### src/rtl/yield_pkg.sv
package yield_pkg;
  // Status of the core's external memory activity, as seen by the controller.
  typedef struct packed {
    logic busy;  // access in progress
    logic done;  // final cycle of that access
    logic need;  // upcoming instruction needs external memory
  } core_acc_t;

  localparam int unsigned SYNC_STAGES_DEF = 2;
endpackage

### src/rtl/yield_sync.sv
module yield_sync #(
  parameter int unsigned STAGES = 2,
  parameter logic        INIT   = 1'b0
) (
  input  logic clk,
  input  logic d_async,
  output logic q_sync
);
  // No reset: the request path must keep working while the core is reset.
  logic [STAGES-1:0] chain = {STAGES{INIT}};

  generate
    if (STAGES == 1) begin : g_single
      always_ff @(posedge clk) chain <= d_async;
    end else begin : g_multi
      always_ff @(posedge clk) chain <= {chain[STAGES-2:0], d_async};
    end
  endgenerate

  assign q_sync = chain[STAGES-1];
endmodule

### src/rtl/yield_grant.sv
module yield_grant
  import yield_pkg::*;
(
  input  logic      clk,
  input  logic      core_rst_n,
  input  logic      req_s,
  input  core_acc_t acc,
  output logic      grant_q,
  output logic      grant_rise
);
  logic busy_m;
  logic grant_d;

  // During core reset no access can be in progress.
  assign busy_m  = acc.busy & core_rst_n;
  assign grant_d = req_s & (grant_q | ~busy_m | acc.done);
  assign grant_rise = grant_d & ~grant_q;

  logic grant_r = 1'b0;
  always_ff @(posedge clk) grant_r <= grant_d;
  assign grant_q = grant_r;

  p_idle_grant_r1: assert property (@(posedge clk) disable iff (!core_rst_n)
    (!grant_q && req_s && !acc.busy) |=> grant_q);
  p_defer_r2: assert property (@(posedge clk) disable iff (!core_rst_n)
    (!grant_q && acc.busy && !acc.done) |=> !grant_q);
  p_between_r4: assert property (@(posedge clk) disable iff (!core_rst_n)
    (!grant_q && req_s && acc.busy && acc.done) |=> grant_q);
  p_release_r7: assert property (@(posedge clk) disable iff (!core_rst_n)
    (grant_q && !req_s) |=> !grant_q);
endmodule

### src/rtl/yield_halt.sv
module yield_halt
  import yield_pkg::*;
(
  input  logic      clk,
  input  logic      core_rst_n,
  input  logic      grant_q,
  input  logic      grant_rise,
  input  logic      run_on,
  input  core_acc_t acc,
  output logic      core_halt
);
  logic go_q    = 1'b0;
  logic stall_q = 1'b0;

  // Mode is captured once, on the edge that gives the grant.
  always_ff @(posedge clk) begin
    if (grant_rise) go_q <= run_on;
  end

  // Once run-on meets an external need, execution stays stopped.
  always_ff @(posedge clk) begin
    stall_q <= grant_q & go_q & (acc.need | stall_q);
  end

  assign core_halt = ~core_rst_n | (grant_q & (~go_q | acc.need | stall_q));

  p_run_until_need_r5: assert property (@(posedge clk) disable iff (!core_rst_n)
    ($rose(grant_q) && $past(run_on) && !acc.need) |-> !core_halt);
  p_sticky_r6: assert property (@(posedge clk) disable iff (!core_rst_n)
    (grant_q && go_q && acc.need) |=> (core_halt || !grant_q));
  p_mode_hold_r9: assert property (@(posedge clk) disable iff (!core_rst_n)
    (grant_q && !grant_rise) |=> $stable(go_q));

  always @(posedge clk) begin
    if (!core_rst_n) p_reset_halt_r8: assert (core_halt);
  end
endmodule

### src/rtl/bus_yield_ctrl.sv
module bus_yield_ctrl
  import yield_pkg::*;
#(
  parameter int unsigned SYNC_STAGES = SYNC_STAGES_DEF
) (
  input  logic clk,
  input  logic core_rst_n,
  input  logic bus_req_n,
  input  logic run_on,
  input  logic acc_busy,
  input  logic acc_done,
  input  logic need_ext,
  output logic bus_grant_n,
  output logic drv_oe,
  output logic core_halt
);
  core_acc_t acc;
  logic      req_s;
  logic      grant_q;
  logic      grant_rise;

  assign acc = '{busy: acc_busy, done: acc_done, need: need_ext};

  yield_sync #(.STAGES(SYNC_STAGES), .INIT(1'b0)) u_sync (
    .clk     (clk),
    .d_async (~bus_req_n),
    .q_sync  (req_s)
  );

  yield_grant u_grant (
    .clk        (clk),
    .core_rst_n (core_rst_n),
    .req_s      (req_s),
    .acc        (acc),
    .grant_q    (grant_q),
    .grant_rise (grant_rise)
  );

  yield_halt u_halt (
    .clk        (clk),
    .core_rst_n (core_rst_n),
    .grant_q    (grant_q),
    .grant_rise (grant_rise),
    .run_on     (run_on),
    .acc        (acc),
    .core_halt  (core_halt)
  );

  // Drivers go off on exactly the edge the grant goes out, and back on with its release.
  assign bus_grant_n = ~grant_q;
  assign drv_oe      = ~grant_q;
endmodule

### config.mk
export PLATFORM = sky130hd
export DESIGN_NAME = bus_yield_ctrl
export DESIGN_NICKNAME = d
export VERILOG_FILES = /design/src/rtl/yield_pkg.sv /design/src/rtl/yield_sync.sv /design/src/rtl/yield_grant.sv /design/src/rtl/yield_halt.sv /design/src/rtl/bus_yield_ctrl.sv
export SDC_FILE = /design/constraint.sdc
export NUM_CORES = 1
export LEC_CHECK = 0
export BUFFER_PORTS_ARGS = -buffer_cell sky130_fd_sc_hd__buf_4
export CAP_MARGIN = 20
export CORE_AREA = 4 4 41 43
export CTS_CLUSTER_DIAMETER = 100
export DETAILED_ROUTE_END_ITERATION = 10
export DIE_AREA = 0 0 45 47
export GPL_TIMING_DRIVEN = 0
export REMOVE_ABC_BUFFERS = 1
export SETUP_SLACK_MARGIN = 0.5
export SLEW_MARGIN = 15
export SYNTH_ARGS = -nofsm -noshare
export SYNTH_HDL_FRONTEND = slang
export SYNTH_HIERARCHICAL = 1
export SYNTH_SLANG_ARGS = --single-unit
### constraint.sdc
create_clock -name clk -period 1.4 [get_ports clk]
set_clock_uncertainty 0.2 [all_clocks]
set_input_delay 0.14 -clock clk [delete_from_list [all_inputs] [get_ports clk]]
set_output_delay 0.14 -clock clk [all_outputs]
set_load 0.02 [all_outputs]
==> results.md <==
* TritonCTS clock tree: yes
* Worst-margin pin slew at around 140 ps
* Worst-case clock buffer depth at 2
* IR drop worst, VDD at 621.5 uV
* Die height at 47 um
* NumNets Final at 41
* Total track usage at 5.146%
* Vias in the first global route at around 180
* Status: finished with violations
* Failing checks: negative hold slack
* Post-synth top area cell: dfxtp_1
* Crit path kind: flip-flop to output pin
* Synth Area per Inst at 10.30 um2
* Leakage power at roughly 0.16 nW
* CP arrival at 940 ps
* Share of the yosys chip area belonging to registers at 62.86%
* Area of the die at 2115 um2
* Synthesized flop and latch total at 5
* Sw frac at 21.87%
* Synth cell types at 10
* Worst Path Required at approximately 1100 ps
* Setup_tns at 0 ps
* Pre-CTS setup slack at ~320 ps
* Total CTS buffers at 3
* I/O Buffers at 9
* FF/Latch Area at 111.4 um2
* # fillers at 140
* Final period utilization at between 90 and 100%
* P&R area growth vs syn at 91.43%
* Final worst slack at about 120 ps
* Clock Sinks at 5
* Via Count at 160
* Combinational Power Share at between 15 and 20%
* Post-placement cell area at 254.0 um2
* Gr ovfl total at 0
* Slew headroom at 90.88%
* Internal power at between 0.0003 and 0.0004 W
* Hpwl dp at 245.9 um
* Final Hold Viols at 3
* Initial antenna violation count at 0
* Synth warnings at 6
* Mapped cell area at 175.2 um2
* Core Area at 1301 um2
* Crit path max fanout at 3
* Initial core utilization at 13.46%
* Layout cells sized above 1 at ~55%
* Cells after synthesis at 17
* DRT Pass-1 Iters at 2
* First-pass GRT wire length at just over 700 um
* Fin crit period at about 1300 ps
* WHS at -118.8 ps
* Initial DRC Count at 2
* Clk pin slew, worst setup/hold paths at 40 ps
* DRC at 0
* Hold Path Class: primary input to flip-flop
* Via density per instance at ~3.3
* Largest net degree at the start of global routing at 4
* CTS Root Cell: clkbuf_4
* Max-slew violations at 0
* IO Count at 10
* Multi-input gate area at 46.29 um2
* Synth top area cells: dfxtp_1 (46%), edfxtp_1 (17%), inv_1 (6.4%)
* F_max at 782.5 MHz
* Total chip power at 0.0003860 W
* Reg2Reg Setup Slack at 200 ps
* Worst skew pair latency at 240 ps
* PD cells at 1151 nW/um2
* RSZ-0062 raised after global routing: true
* Drt total wl at 378 um
* Flop pwr share at 41.4%
* Std-Cell Rows at 13
* P_sw at between 0.00008 and 0.00009 W
* Setup violations, final at 0
* Antenna cells at 0
* Wirelength per Cell at 7.875 um
* Post-synth top area share at 45.71%
* Max cap viols at 0
* Critical Path End Type: output pin
* CTS Hold Bufs at 1
* Final GP Congestion at around 0.68
* Clock power frac at 42.5%
* Die X at 45 um
* Antenna-violating nets left at 0
* H-tree levels at 1
* CP startpoint kind: flip-flop
* Final Cell Area at between 300 and 400 um2
==> power by group through the flow <==
stage	Sequential [W]	Clock, W	Combinational [W]
final	0.000160	0.000164	0.0000622
after global routing	0.000160	0.000189	0.0000682
after CTS	0.000159	0.000174	0.0000546
after detailed placement	0.000162	0	0.0000426
after global placement	0.000162	0	0.0000421
after floorplan	0.000161	0	0.0000186
==> per-stage QoR <==
stage / hold WS [ps] / utilization [%] / instances
2_1_floorplan: -3.477 / - / 16
3_3_place_gp: 88.82 / 19.52 / 40
3_5_place_dp: 93.97 / 19.52 / 40
4_1_cts: -129.2 / 24.13 / 47
5_1_grt: -135.8 / 25.77 / 48
6_report: -118.8 / 25.77 / 48
==> synth_stat cells <==
| cell type | count |
|---|---|
| dfxtp_1 | 4 |
| inv_1 | 3 |
| nand2_1 | 2 |
| nor2_1 | 2 |
| a31oi_1 | 1 |
| buf_4 | 1 |
| edfxtp_1 | 1 |
| nor2b_1 | 1 |
| o211a_1 | 1 |
| o31a_1 | 1 |
==> state kept, by name, summed over array words and instances, names as in the netlist <==
register,flops
u_grant/grant_q,1
u_halt/go_q,1
u_halt/stall_q,1
u_sync/chain,2
==> critical path: stages, from the launching register on <==
cell	delay, ps
dfxtp_2	350
nor2b_1	50
a31oi_1	140
buf_4	160
==> worst paths after layout <==
| path | endpoint | from | depth (start not counted) |
|---|---|---|---|
| worst max-delay path | core_halt | u_grant/grant_q | 3 |
| worst min register to register | u_sync/chain[1] | u_sync/chain[0] | 0 |
| worst min-delay path | u_halt/go_q | run_on | 1 |
| worst max register to register | u_halt/go_q | u_grant/grant_q | 4 |
==> per-layer routing <==
metal	share of wire (%)	global-route usage, %	wire (um)	vias up
met1	44	5.263	168	65
li1	-	-	-	85
met4	0	1.754	0	0
met3	20	6.130	74	0
met5	0	0	0	-
met2	35	6.497	134	10
==> final cells by class <==
class | count | area share [%]
well taps | 15 | 5.597
flip-flops and latches | 5 | 33.21
inverters | 3 | 4.104
clock buffers | 4 | 7.836
multi-input cells | 8 | 13.81
repair buffers | 13 | 35.45
==> layout by cell type, fill, tap and decap left out <==
cell           netlist  routed
inv_2                0       1
dlygate4sd3_1        0       1
dfxtp_1              4       3
nor2_1               2       2
o211a_1              1       1
inv_4                0       1
nand2_1              2       2
buf_6                0       5
o31a_1               1       1
edfxtp_1             1       1
clkbuf_1             0       1
a31oi_1              1       1
dfxtp_2              0       1
clkbuf_4             0       3
nor2b_1              1       1
inv_1                3       1
buf_4                1       7
==> cells by family after synthesis <==
kind of cell	count (synthesis)	synth area share [%]
DFF	5	62.86
buffers and inverters	4	10.72
and+or+nand+nor	5	12.15
AOI/OAI and AO/OA	3	14.29
==> what timing repair did <==
action / CTS / global route
endpoints found under the setup margin: 5 / 5
gates cloned: 0 / 0
hold endpoints to repair: 4 / 3
setup buffers: 2 / 1
resized for setup: 5 / 4
pin swaps: 2 / 0
Power figures use the tool's default switching activity.
